[src/rtl/calib_pkg.sv]
package calib_pkg;

  // Window selection code, written as {win8, win16}
  typedef enum logic [1:0] {
    WIN_FULL    = 2'b00,
    WIN_HALF    = 2'b01,
    WIN_QUARTER = 2'b10,
    WIN_BAD     = 2'b11
  } winSel_t;

  // Strobes sent from the control to the datapath
  typedef struct packed {
    logic stage;   // capture the offered setting into the staging registers
    logic commit;  // move the staged setting into the active registers
  } calStrobe_t;

endpackage

[src/rtl/calib_ctrl.sv]
module calib_ctrl
  import calib_pkg::*;
(
  input  logic       clk,
  input  logic       rstN,
  input  logic       cfgWr,
  input  winSel_t    winReq,
  input  logic       winEnd,
  output calStrobe_t strobe,
  output logic       pending
);

  logic pendQ;
  logic legal;
  logic accept;
  logic commit;

  assign legal  = (winReq != WIN_BAD);
  assign accept = cfgWr && !pendQ && legal;
  assign commit = pendQ && winEnd;

  always_ff @(posedge clk or negedge rstN) begin
    if (!rstN)       pendQ <= 1'b0;
    else if (accept) pendQ <= 1'b1;
    else if (commit) pendQ <= 1'b0;
  end

  assign strobe.stage  = accept;
  assign strobe.commit = commit;
  assign pending       = pendQ;

  // an accepted write raises the pending flag one cycle later
  p_pend_rise_r8: assert property (@(posedge clk) disable iff (!rstN)
    (cfgWr && !pendQ && winReq != WIN_BAD) |=> pendQ);

  // the flag holds until a window boundary arrives
  p_pend_hold_r9: assert property (@(posedge clk) disable iff (!rstN)
    (pendQ && !winEnd) |=> pendQ);

  // an illegal window code never starts a pending update
  p_illegal_r7: assert property (@(posedge clk) disable iff (!rstN)
    (cfgWr && winReq == WIN_BAD && !pendQ) |=> !pendQ);

  // the flag only drops on a window boundary
  p_fall_r10: assert property (@(posedge clk) disable iff (!rstN)
    $fell(pendQ) |-> $past(winEnd));

endmodule

[src/rtl/calib_shaper.sv]
module calib_shaper
  import calib_pkg::*;
#(
  parameter int WIN_LOG2 = 20,
  parameter int MINUS_W  = 9
) (
  input  logic                clk,
  input  logic                rstN,
  input  logic [WIN_LOG2-1:0] winCnt,
  input  logic [MINUS_W-1:0]  minus,
  input  logic                plus,
  input  winSel_t             winSel,
  output logic [1:0]          incr
);

  localparam int PLUS_LOG2 = WIN_LOG2 - MINUS_W;

  logic [WIN_LOG2-1:0] revCnt;
  logic                maskCyc;
  logic                insCyc;

  // Bit reversal spreads the removed cycles evenly over the window
  for (genvar i = 0; i < WIN_LOG2; i++) begin : g_rev
    assign revCnt[i] = winCnt[WIN_LOG2-1-i];
  end

  assign maskCyc = revCnt < {{PLUS_LOG2{1'b0}}, minus};
  assign insCyc  = plus && (&winCnt[PLUS_LOG2-1:0]);

  always_comb begin
    if (maskCyc && insCyc) incr = 2'd1;
    else if (maskCyc)      incr = 2'd0;
    else if (insCyc)       incr = 2'd2;
    else                   incr = 2'd1;
  end

  // a zero setting passes every cycle at unit weight
  p_idle_r2: assert property (@(posedge clk) disable iff (!rstN)
    (minus == '0 && !plus) |-> (incr == 2'd1));

  // the increment stays within 0..2
  p_range_r11: assert property (@(posedge clk) disable iff (!rstN)
    incr != 2'd3);

  // the half window never sees an odd minus-count
  p_half_r5: assert property (@(posedge clk) disable iff (!rstN)
    (winSel == WIN_HALF) |-> (minus[0] == 1'b0));

  // the quarter window never sees minus bits 1:0 set
  p_quarter_r6: assert property (@(posedge clk) disable iff (!rstN)
    (winSel == WIN_QUARTER) |-> (minus[1:0] == 2'b00));

endmodule

[src/rtl/calib_datapath.sv]
module calib_datapath
  import calib_pkg::*;
#(
  parameter int WIN_LOG2 = 20,
  parameter int MINUS_W  = 9
) (
  input  logic               clk,
  input  logic               rstN,
  input  calStrobe_t         strobe,
  input  logic [MINUS_W-1:0] cfgMinus,
  input  logic               cfgPlus,
  input  winSel_t            winReq,
  output logic               winEnd,
  output logic [1:0]         incr
);

  logic [WIN_LOG2-1:0] winCnt;
  logic [MINUS_W-1:0]  minusForced;
  logic [MINUS_W-1:0]  stMinus, actMinus;
  logic                stPlus, actPlus;
  winSel_t             stWin, actWin;

  // Short windows clear the minus-count bits they cannot divide evenly
  always_comb begin
    minusForced = cfgMinus;
    if (winReq == WIN_HALF)    minusForced[0]   = 1'b0;
    if (winReq == WIN_QUARTER) minusForced[1:0] = 2'b00;
  end

  always_ff @(posedge clk or negedge rstN) begin
    if (!rstN) winCnt <= '0;
    else       winCnt <= winCnt + 1'b1;
  end

  always_ff @(posedge clk or negedge rstN) begin
    if (!rstN) begin
      stMinus <= '0;
      stPlus  <= 1'b0;
      stWin   <= WIN_FULL;
    end else if (strobe.stage) begin
      stMinus <= minusForced;
      stPlus  <= cfgPlus;
      stWin   <= winReq;
    end
  end

  always_ff @(posedge clk or negedge rstN) begin
    if (!rstN) begin
      actMinus <= '0;
      actPlus  <= 1'b0;
      actWin   <= WIN_FULL;
    end else if (strobe.commit) begin
      actMinus <= stMinus;
      actPlus  <= stPlus;
      actWin   <= stWin;
    end
  end

  // Last cycle of the active window
  always_comb begin
    unique case (actWin)
      WIN_HALF:    winEnd = &winCnt[WIN_LOG2-2:0];
      WIN_QUARTER: winEnd = &winCnt[WIN_LOG2-3:0];
      default:     winEnd = &winCnt;
    endcase
  end

  calib_shaper #(
    .WIN_LOG2 (WIN_LOG2),
    .MINUS_W  (MINUS_W)
  ) u_shaper (
    .clk    (clk),
    .rstN   (rstN),
    .winCnt (winCnt),
    .minus  (actMinus),
    .plus   (actPlus),
    .winSel (actWin),
    .incr   (incr)
  );

  // a commit only arrives on the last cycle of a window
  p_commit_aligned_r10: assert property (@(posedge clk) disable iff (!rstN)
    strobe.commit |-> winEnd);

  // the illegal code never reaches the active registers
  p_no_bad_win_r7: assert property (@(posedge clk) disable iff (!rstN)
    actWin != WIN_BAD);

endmodule

[src/rtl/smooth_calibrator.sv]
module smooth_calibrator
  import calib_pkg::*;
#(
  parameter int WIN_LOG2 = 20,
  parameter int MINUS_W  = 9
) (
  input  logic               clk,
  input  logic               rstN,
  input  logic               cfgWr,
  input  logic [MINUS_W-1:0] cfgMinus,
  input  logic               cfgPlus,
  input  logic               cfgWin16,
  input  logic               cfgWin8,
  output logic               tickEn,
  output logic [1:0]         tickInc,
  output logic               calPending
);

  calStrobe_t strobe;
  winSel_t    winReq;
  logic       winEnd;

  assign winReq = winSel_t'({cfgWin8, cfgWin16});

  calib_ctrl u_ctrl (
    .clk     (clk),
    .rstN    (rstN),
    .cfgWr   (cfgWr),
    .winReq  (winReq),
    .winEnd  (winEnd),
    .strobe  (strobe),
    .pending (calPending)
  );

  calib_datapath #(
    .WIN_LOG2 (WIN_LOG2),
    .MINUS_W  (MINUS_W)
  ) u_dp (
    .clk      (clk),
    .rstN     (rstN),
    .strobe   (strobe),
    .cfgMinus (cfgMinus),
    .cfgPlus  (cfgPlus),
    .winReq   (winReq),
    .winEnd   (winEnd),
    .incr     (tickInc)
  );

  assign tickEn = (tickInc != 2'd0);

  // the enable agrees with the increment
  p_en_match_r11: assert property (@(posedge clk) disable iff (!rstN)
    tickEn == (tickInc != 2'd0));

endmodule

[config.mk]
export PLATFORM = sky130hd
export DESIGN_NAME = smooth_calibrator
export DESIGN_NICKNAME = d
export VERILOG_FILES = /design/src/rtl/calib_pkg.sv /design/src/rtl/calib_ctrl.sv /design/src/rtl/calib_shaper.sv /design/src/rtl/calib_datapath.sv /design/src/rtl/smooth_calibrator.sv
export SDC_FILE = /design/constraint.sdc
export NUM_CORES = 1
export LEC_CHECK = 0
export ABC_CLOCK_PERIOD_IN_PS = 2600
export BUFFER_PORTS_ARGS = -buffer_cell sky130_fd_sc_hd__buf_2
export CAP_MARGIN = 20
export CELL_PAD_IN_SITES_DETAIL_PLACEMENT = 0
export CELL_PAD_IN_SITES_GLOBAL_PLACEMENT = 1
export CORE_MARGIN = 2
export CORE_UTILIZATION = 48
export DETAILED_ROUTE_END_ITERATION = 6
export PLACE_DENSITY_LB_ADDON = 0.1
export SLEW_MARGIN = 40
export SYNTH_ARGS = -nofsm -noshare
export SYNTH_HDL_FRONTEND = slang
export SYNTH_SLANG_ARGS = --single-unit
export TNS_END_PERCENT = 100
[constraint.sdc]
create_clock -name clk -period 2.6 [get_ports clk]
set_input_delay 0.52 -clock clk [delete_from_list [all_inputs] [get_ports clk]]
set_output_delay 0.52 -clock clk [all_outputs]
set_load 0.01 [all_outputs]
==> results summary, run 1 <==
The minimum setup slack in the final design came out at -0.0345 ns. The number of cells in the finished layout apart from fillers came out at between 200 and 300. The total length of routed wires came out at 3680 um. The total number of vias is about 1,300. After legalization and detailed placement, the total HPWL measured about 2800 um. The largest net degree at the start of global routing is 24. In this run the critical register-to-register path is captured at u_dp.actMinus[2]. The number of register bits inferred by synthesis came out at 45. The global route total overflow came out at 0. The number of warnings printed during yosys synthesis is 0. The initial antenna violation count came out at 0. The worst clock skew on the final layout came out at around 0.0029 ns. The H-tree was split into 2 levels. The number of clock sinks seen by CTS is 45. The clock root buffer master is clkbuf_8. Dividing the synthesized area by the synthesized cell count gives 12.4 um2. The distinct cell type count of the synthesized netlist is 33. Walking the worst path, the cells encountered are ha_1 > a21o_1 > a211o_1 > a21oi_2 > o2111a_1 > ha_1 > buf_2.

The growth of design area from synthesis to finish came out at 13.3%. Yosys attributes the largest share of cell area to dfrtp_1 51%, ha_1 8.0%, mux2_4 6.8%. The floorplan step set the die width to roughly 72 um. The global placer's final weighted congestion is about 0.74. The synthesized net count is just over 200. The total routing resource utilization after global routing came out at 0.162. The checks that failed: setup timing. The analysis attributes to cell leakage a power of 0.00123 uW. The number of diodes added for antenna fixing is 0. The final net count came out at ~230. The worst pin sits at a relative slew slack of 0.660. In this run the deepest clock path goes through 2 buffers. The count of endpoints failing hold in the final timing report is 0. The run finished, with violations left. The most numerous cell type found on the critical path is ha_1. The via count of the first global-routing pass was approximately 1,400. The total standard cell area after synthesis is 2190 um2. The commonest non-fill, non-tap cell in the layout is dfrtp_1. The number of max-slew violations in the final report was 0. The slowest stage of the critical path is the dfrtp_1 cell.

Of the post-synthesis cell area, the dominant cell type holds 0.513. The die boundary height came out at just over 70 um. Setup repair after global routing could not meet its margin everywhere.

The delay of the slowest cell on the worst path is roughly 0.40 ns. The number of placement rows is 24. The biggest area contributor in the post-synthesis netlist is dfrtp_1. The first-iteration detailed-routing DRC count is 27.

The effective utilization at floorplan came out at 0.500. The shortest clock period the worst path allows after layout is 2.63 ns. In the layout the commonest cells are 44 x dfrtp_1, 18 x inv_1, 17 x buf_2.

Timing would allow up to around 0.38 GHz. The largest fanout of any net on the critical path is 2. The depth of the worst register-to-register path came out at 6. The insertion delay to the later sink of the worst-skew pair came out at about 0.29 ns. During placement, the flow inserted port buffers numbering 18. In the final routed layout, each cell accounts on average for between 10 and 15 um. The CTS tree is done. The tightest min-delay check is of the in2async type.

The first detailed-routing pass took 4 iterations. After floorplanning, the core was sized to cover 4380 um2. The share of the cycle needed by the critical path after routing is 1.01. The I/O pin count came out at 19. The data arrival time of the critical path is roughly 2.1 ns. The worst setup path is launched from a register.

Counting the buffers created by CTS gives 5. The endpoint type of the worst setup path is an output pin. The detail route stage leaves a number of antenna-violating nets equal to 0. The total of max-cap violations is 0. The critical path is of the reg2out type. The pin slew with the least headroom to its limit is 0.510 ns.

The share of the core filled with cells is 0.567. Clock-pin slew was measured on the worst setup and hold paths at ~0.08 ns. The area of the die is roughly 5100 um2. In this run the critical register-to-register path is launched from u_dp.winCnt[1]. The number of vias per cell after detailed routing is approximately 5.2. The total power divided by cell area is a little over 500 nW/um2.

The highest ir drop seen on vdd came out at between 0.2 and 0.3 mV. The fraction of layout cells with a size suffix above 1 is 0.304. The fraction of the yosys area taken by sequential cells came out at 0.513. Setup violations remaining at the end of the flow were counted as 1. The cell count after synthesis is 177.

The worst-case register-to-register setup slack came out at ~0.45 ns. The required time reported for the critical path endpoint is between 2 and 2.5 ns. The total instance count after detailed placement came out at 247. The first-pass GRT wire length is between 6000 and 7000 um. The total DRC errors in the routed layout is 0.
==> layout make-up <==
class                   count  area [um2]
clock buffers               5        68.8
clock inverters             2        35.0
fillers                   394        1900
inverters                  18        67.6
multi-input cells         112         996
flip-flops and latches     45        1130
well taps                  52        65.1
repair buffers             22         126
==> stage by stage <==
stage          cell area [um2]  total power, uW  hold WS, ns  worst slack, ns  TNS (ns)
2_1_floorplan             2190              734        0.224            0.379         0
3_3_place_gp              2350              760        0.482            0.194         0
3_5_place_dp              2350              762        0.488            0.166         0
4_1_cts                   2490             1270        0.206          -0.0476   -0.0477
5_1_grt                   2490             1300        0.221           -0.153    -0.354
6_report                  2490             1250        0.191          -0.0345   -0.0345
==> metal layers <==
layer  vias to the layer above  GRT usage  wire (um)
met5                         -          0          0
met4                         0     0.0566         53
met3                         7     0.0422         91
met2                        12      0.263       1820
met1                       654      0.211       1710
li1                        658          -          -
==> Yosys cell counts <==
| master | number |
|---|---|
| nor4_1 | 2 |
| xor2_1 | 4 |
| buf_6 | 1 |
| mux2_2 | 11 |
| and2_1 | 1 |
| o2111ai_1 | 1 |
| and4_2 | 3 |
| and3_2 | 1 |
| a21oi_1 | 4 |
| o2111a_1 | 1 |
| nand2b_1 | 2 |
| and3_1 | 1 |
| nor2_1 | 9 |
| nor3b_1 | 1 |
| a211o_1 | 1 |
| and2b_2 | 1 |
| a21o_1 | 2 |
| inv_1 | 18 |
| dfrtp_1 | 45 |
| clkbuf_1 | 1 |
| nor4_4 | 1 |
| xnor2_1 | 14 |
| ha_1 | 14 |
| mux2_4 | 10 |
| a32o_1 | 1 |
| nor3_1 | 2 |
| nand2_1 | 8 |
| nand4b_4 | 1 |
| a22o_1 | 1 |
| o21ai_0 | 2 |
| nand3_2 | 1 |
| nand3_1 | 8 |
| nand4_1 | 4 |
==> report_power, final <==
part	total [uW]	switching, uW	leakage (uW)	internal, uW
registers	712	4.31	0.000599	708
clock network	505	225	0.0000540	279
logic	33.4	18.8	0.000577	14.6
total	1250	249	0.00123	1000
==> how the worst max path moves through the flow <==
stage | from | endpoint | slack [ns] | cells past startpoint
final | u_dp.winCnt[18] | tickInc[0] | -0.03 | 7
after global routing | u_dp.actMinus[1] | tickInc[0] | -0.15 | 8
after CTS | u_dp.actMinus[1] | tickInc[0] | -0.05 | 8
after detailed placement | u_dp.winCnt[18] | tickInc[0] | 0.17 | 7
after global placement | u_dp.winCnt[18] | tickInc[0] | 0.19 | 7
after floorplan | u_dp.winCnt[18] | tickInc[0] | 0.38 | 6
==> cell families after synthesis <==
| family | synth area share |
|---|---|
| XOR/XNOR | 0.0719 |
| buffers and inverters | 0.0376 |
| AND/OR/NAND/NOR | 0.130 |
| multiplexers | 0.125 |
| adder cells (fa/ha/maj) | 0.0799 |
| flip-flops | 0.513 |
| AO/OA/AOI/OAI | 0.0422 |
==> timing repair <==
| item | in CTS | in global routing |
|---|---|---|
| pin swaps | 5 | 1 |
| gates resized for setup | 6 | 0 |
| setup endpoints to repair | 3 | 3 |
| hold buffers | 0 | 0 |
| setup buffers | 2 | 0 |
==> worst max-delay path: cells and delay by family (launching register included) <==
kind,cells,cell delay [ns]
AOI/OAI and AO/OA,4,0.78
adders and majority gates,2,0.50
buffers and inverters,1,0.14
DFF,1,0.40
==> state kept, by name (all words and copies together), names as in the netlist <==
signal,flops
u_ctrl.pending,1
u_dp.actMinus,9
u_dp.actPlus,1
u_dp.actWin,2
u_dp.stMinus,9
u_dp.stPlus,1
u_dp.stWin,2
u_dp.winCnt,20
No activity file was read; power rests on OpenSTA's default activity.
==> run 2: changes to the inputs <==
Settings changed: ABC_CLOCK_PERIOD_IN_PS 2600 to 3380, CORE_UTILIZATION 48 to 51.
Clock period 2.6 ns to 3.38 ns, I/O delays scaled along.
==> run 2 against run 1 <==
  * The flow now finishes without violations
  * Final cell count decreased by 1.6%
  * Flip-flop and latch count unchanged
  * Sequential power decreased by 23%
  * Die area decreased by 5.5%
  * Final area decreased by 1.2%
  * Largest power group unchanged
==> results summary, run 2 (same netlist as run 1, synthesis figures left out) <==
The routed design could run at a clock period as short as 2.93 ns. STA puts the critical path data arrival time at 2.25 ns. STA classifies the critical path endpoint as an output pin. The insertion delay to the later sink of the worst-skew pair came out at 0.30 ns.

The via count of the first global-routing pass came to 1,392. The run finished with clean final reports. The setup violation total in the final timing report came out at 0.

The area of the core came out at a little over 4000 um2. TritonCTS built the clock tree. The number of buffers added on ports came out at 18.

In the global route stage, overall resource usage came out at 0.173. The largest net degree at the start of global routing is 46. The count of endpoints failing hold in the final timing report is 0. In the final layout, the registers with the most flip-flops are u_dp.winCnt: 20 flops, u_dp.actMinus: 9 flops, u_dp.stMinus: 9 flops. The first-iteration detailed-routing DRC count came out at 37.

The H-tree was split into 2 levels. The post-cts repair resize count came out at 0. The clock network fraction of total power came out at 0.422.

The switching share of power is 0.198. The number of setup buffers added after CTS is 0. Following the worst setup path forward leads to its endpoint at tickInc[0].

Counting flops per register, the top entry is u_dp.winCnt. The worst register-to-register path ends at u_dp.actMinus[2]. The number of flip-flops under the largest register name is 20. The number of placement rows came out at 23. The initial antenna violation count is 0. The instance area at placement came out at ~2300 um2. The critical path is of the reg2out type. The first-pass iteration count of the detailed router is 4. The classification of the worst-slack hold path is in2async. The clock arrives with between 0.003 and 0.004 ns of skew. The commonest non-fill, non-tap cell in the layout is dfrtp_1. For this design the total switching power over the nets is slightly below 200 uW. The total power of the final layout is approximately 1000 uW. Of the cells placed in the final design, the portion with a size suffix greater than 1 is 0.272.

Summed over all cells, the static leakage comes to roughly 0.0012 uW. The I/O pin count came out at 19. The global route total overflow came out at 0. The worst-case register-to-register setup slack is 1.21 ns.

The largest fanout of any net on the critical path is 7. The total number of vias is 1,352. The share of the cycle needed by the critical path after routing is 0.866. The final net count is 230. The floorplan die width is 69.6 um. The first-pass GRT wire length is approximately 6500 um. The number of buffers added to fix hold violations after cts is 0. The HPWL after detailed placement is ~2700 um.

Setup repair after global routing left no endpoint under its margin. After clock tree synthesis, the clock-pin slew on the worst setup and hold paths is approximately 0.080 ns. After routing, the total negative slack on setup checks comes to 0 ns. The fill cell instance count of the final layout is 346.

Setup slack closes at 0.452 ns. The global placer's final weighted congestion came out at between 0.7 and 0.8. The die boundary height is ~70 um.

In this run the critical register-to-register path is launched from u_dp.winCnt[1]. Measured against its own limit, the worst slew margin works out to 0.616. The maximum operating frequency is 0.341 GHz. The internal power of the cells came out at roughly 800 uW. The required time reported for the critical path endpoint came out at 2.70 ns. Dividing the detail-routed via count by the number of cells gives 5.37. The total DRC errors in the routed layout is 0. The pin slew with the least headroom to its limit is roughly 0.58 ns. The total power divided by cell area is approximately 400 nW/um2.

The depth of the worst register-to-register path came out at 6. The area of the die is ~4800 um2. In this run the worst setup path begins at u_dp.winCnt[1].

The share of total power dissipated in sequential elements is 0.552. The number of max-slew violations in the final report is 0. The effective utilization at floorplan is 0.541. In this run, CTS created clock tree buffers numbering 5. The total of max-cap violations is 0. The total length of routed wires came out at around 3800 um. Relative to the synthesized area, the layout overhead comes to 12.0%. The largest buffer count on any clock path came out at 2. Clock tree synthesis found a total of 45 sinks. The post-route cell area is ~2500 um2. The number of diodes added for antenna fixing came out at 0.

In the layout the commonest cells are 45 x dfrtp_1, 18 x inv_1, 17 x buf_2. The launching element type of the critical path is a register. The tree is rooted in a clkbuf_8. The worst setup timing slack at the placement stage came out at between 0.7 and 0.8 ns. The post-route antenna net violation count is 0. Across the VDD grid, the largest voltage drop is ~0.28 mV. The routed wirelength normalized by instance count is around 15 um.

The part of the power in combinational logic came out at 0.026.
run 2: power by group through the flow:
stage	combinational, uW	clock [uW]	sequential [uW]
4_1_cts	26.2	430	548
5_1_grt	29.6	451	549
3_3_place_gp	24.8	0	559
3_5_place_dp	26.1	0	559
2_1_floorplan	6.36	0	558
6_report	25.4	419	548
run 2: final cells by class:
class	instances	area, um2	area share
clock buffers	7	86.3	0.0351
well taps	50	62.6	0.0255
flip-flops and latches	45	1130	0.458
repair buffers	19	100	0.0407
multi-input cells	112	985	0.401
clock inverters	1	30.0	0.0122
inverters	18	67.6	0.0275
run 2: worst min-delay path by stage:
| stage | slack [ns] | endpoint | cells after the start |
|---|---|---|---|
| 3_3_place_gp | 0.48 | u_dp.stMinus[0] | 1 |
| 4_1_cts | 0.38 | u_dp.winCnt[16] | 1 |
| 5_1_grt | 0.40 | u_dp.winCnt[7] | 1 |
| 3_5_place_dp | 0.49 | u_dp.stMinus[0] | 1 |
| 2_1_floorplan | 0.38 | u_ctrl.pending | 0 |
| 6_report | 0.37 | u_dp.winCnt[14] | 1 |
run 2: metal layers:
metal | vias up | share of wire | track usage
met5 | - | 0 | 0
met2 | 23 | 0.46 | 0.264
met1 | 665 | 0.49 | 0.233
li1 | 657 | - | -
met3 | 7 | 0.036 | 0.0349
met4 | 0 | 0.019 | 0.0915
run 2: worst max-delay path, cell delays in order (launching register included):
cell and delay (ns):
dfrtp_1 0.43, ha_1 0.31, inv_1 0.12, nor4_4 0.30
buf_4 0.22, nand3_1 0.12, ha_1 0.32, buf_2 0.14
run 2: through the flow:
step | std cells | utilization | hold WS [ns]
4_1_cts | 252 | 0.606 | 0.376
3_3_place_gp | 244 | 0.576 | 0.476
6_report | 252 | 0.606 | 0.372
5_1_grt | 252 | 0.606 | 0.401
3_5_place_dp | 244 | 0.577 | 0.486
2_1_floorplan | 177 | - | 0.380
==> run 3: changes to the inputs <==
Settings changed: CAP_MARGIN 20 to not set, CORE_UTILIZATION 51 to 33.
==> run 3 against run 2 <==
  * Global-route usage shrank 4.6 points
  * Via count grew 0.52%
  * Maximum frequency grew 0.87%
  * Sequential share of layout area shrank 0.26 points
  * Clock-buffer cell count shrank 1
  * Final area grew 0.56%
  * Hold slack lost 0.015 ns
  * First-iteration DRC count grew 81%
  * Flip-flop and latch count is the same
  * Clock skew grew 0.0060 ns
==> results summary, run 3 (same netlist as run 1, synthesis figures left out) <==
The flow ran to the end, and the final reports show no timing, DRC or antenna violations. The total routing resource utilization after global routing came out at 0.127. The endpoint identified for the worst register-to-register timing path is u_dp.actPlus.

Setup total negative slack on the finished layout was measured at 0 ns. The worst setup path is launched from a register. The number of placement rows came out at 29. The signal on the critical path passes through ha_1 > a21o_1 > a211o_1 > a21oi_1 > o2111a_1 > ha_1 > buf_2. For this design, the slowest cell found on the critical path is dfrtp_1.

The insertion delay to the later sink of the worst-skew pair is about 0.3 ns. Along the worst path, the maximum fanout reaches 4. The global route total overflow is 0. The number of H-tree levels is 2. The total power of the final layout is around 930 uW. The first-pass iteration count of the detailed router came out at 4. The initial antenna violation count is 0. The launching point of the worst reg2reg path is u_dp.winCnt[0].

The setup violation total in the final timing report is 0. TritonCTS created 5 clock buffers. The fraction of layout cells with a size suffix above 1 is 0.277.

The global placer's final weighted congestion is just under 0.8. The number of setup buffers added after CTS is 0. The first-pass GRT wire length came out at roughly 7200 um. The growth of design area from synthesis to finish came out at 12.7%.

The top cell types in the final layout, fill and taps aside, are 45 x dfrtp_1, 18 x inv_1, 17 x buf_2. The first-iteration detailed-routing DRC count came out at 67. The shortest clock period the worst path allows after layout came out at between 2 and 3 ns.

Hold is met by roughly 0.36 ns. The area occupied by multi-input gates is 985 um2. The worst setup path is captured at an output pin.

The number of buffers added on ports is 18. The largest buffer count on any clock path is 2. The number of cells on the worst reg-to-reg path is 6.

The delay of the slowest cell on the worst path came out at between 0.4 and 0.5 ns. The total number of vias is 1,359. The area of the core is 6390 um2. The most frequent cell on the critical path is ha_1. The total of max-cap violations is 0. The largest register by flop count is u_dp.winCnt. Dividing the detail-routed wire length by the instance count gives between 10 and 15 um. The total length of routed wires is around 4100 um. The largest net degree at the start of global routing is between 40 and 50.

The fill cell instance count of the final layout is 646. The die boundary height is between 80 and 90 um. Headroom to the max-slew limit came out at 0.602.

The number of buffers added to fix hold violations after cts came out at 0. The worst hold path belongs to the class in2async. In the final layout, the registers with the most flip-flops are u_dp.winCnt: 20 flops, u_dp.actMinus: 9 flops, u_dp.stMinus: 9 flops. The data arrival time of the critical path came out at between 2 and 2.5 ns. The total DRC errors in the routed layout is 0. In this run the horizontal extent of the chip is 85.5 um. Of the available clock period, the critical path in the final layout requires 0.859. The pin slew with the least headroom to its limit is around 0.6 ns. The post-route antenna net violation count came out at 0. Across all register-to-register paths, the minimum setup slack is around 1.2 ns. 0 antenna diodes ended up in the layout.

The die covers 7310 um2. The static power due to leakage came out at around 0.0012 uW. Across the whole layout, storage elements account for approximately 1100 um2.

The post-cts repair resize count is 0. The number of vias per cell after detailed routing came out at just under 5. The critical path is of the reg2out type. The highest ir drop seen on vdd came out at around 0.18 mV. The number of clock sinks seen by CTS is 45. The placed wire-length estimate is 2940 um. The count of endpoints failing hold in the final timing report came out at 0. The register with the most flip-flops in the layout has 20 of them. The required time reported for the critical path endpoint came out at between 2 and 3 ns. The total power divided by cell area is about 370 nW/um2. The effective utilization at floorplan is 0.343. The clock-pin slew on the worst setup and hold paths came out at approximately 0.090 ns. Setup repair after global routing left no endpoint under its margin. The maximum operating frequency came out at around 0.34 GHz.

The via count of the first global-routing pass is 1,508. CTS placed an instance of clkbuf_8 at the clock tree root. The worst clock skew on the final layout is roughly 0.01 ns.

The I/O pin count came out at 19. The commonest non-fill, non-tap cell in the layout is dfrtp_1. TritonCTS built the clock tree. The final net count came out at 230.

The number of max-slew violations in the final report is 0.
run 3: final cells by class:
type | count | area share
Clock buffer | 6 | 0.0334
Clock inverter | 2 | 0.00557
Inverter | 18 | 0.0273
Multi-Input combinational cell | 112 | 0.398
Sequential cell | 45 | 0.456
Tap cell | 77 | 0.0390
Timing Repair Buffer | 19 | 0.0405
run 3: per-stage QoR:
stage	worst slack, ns	instances	cell area, um2	util
2_1_floorplan	1.00	177	2190	-
3_3_place_gp	0.798	271	2370	0.371
3_5_place_dp	0.790	271	2370	0.372
4_1_cts	0.454	279	2470	0.387
5_1_grt	0.373	279	2470	0.387
6_report	0.477	279	2470	0.387
run 3: worst max path at each step:
| stage | slack [ns] | end | start |
|---|---|---|---|
| after global placement | 0.80 | tickInc[0] | u_dp.winCnt[18] |
| after CTS | 0.45 | tickInc[0] | u_dp.winCnt[18] |
| after detailed placement | 0.79 | tickInc[0] | u_dp.winCnt[18] |
| after floorplan | 1.00 | tickInc[0] | u_dp.winCnt[18] |
| final | 0.48 | tickInc[0] | u_dp.winCnt[18] |
| after global routing | 0.37 | tickInc[0] | u_dp.winCnt[18] |
run 3: per-layer routing:
layer,part of all wire,vias up,track usage
met2,0.48,17,0.200
li1,-,658,-
met4,0.0098,0,0.0390
met5,0,-,0
met1,0.48,680,0.172
met3,0.030,4,0.0327
run 3: critical path: cells and delay by family (launching register included):
family	cells	cell delay, ns
AOI/OAI and AO/OA	4	0.83
adders and majority gates	2	0.52
buffers and inverters	1	0.14
DFF	1	0.43
run 3: report_power, final:
group	total, uW	switching, uW	internal, uW
Combinational	25.7	14.8	10.9
Sequential	548	3.48	545
Clock	353	187	166
Total	927	205	721
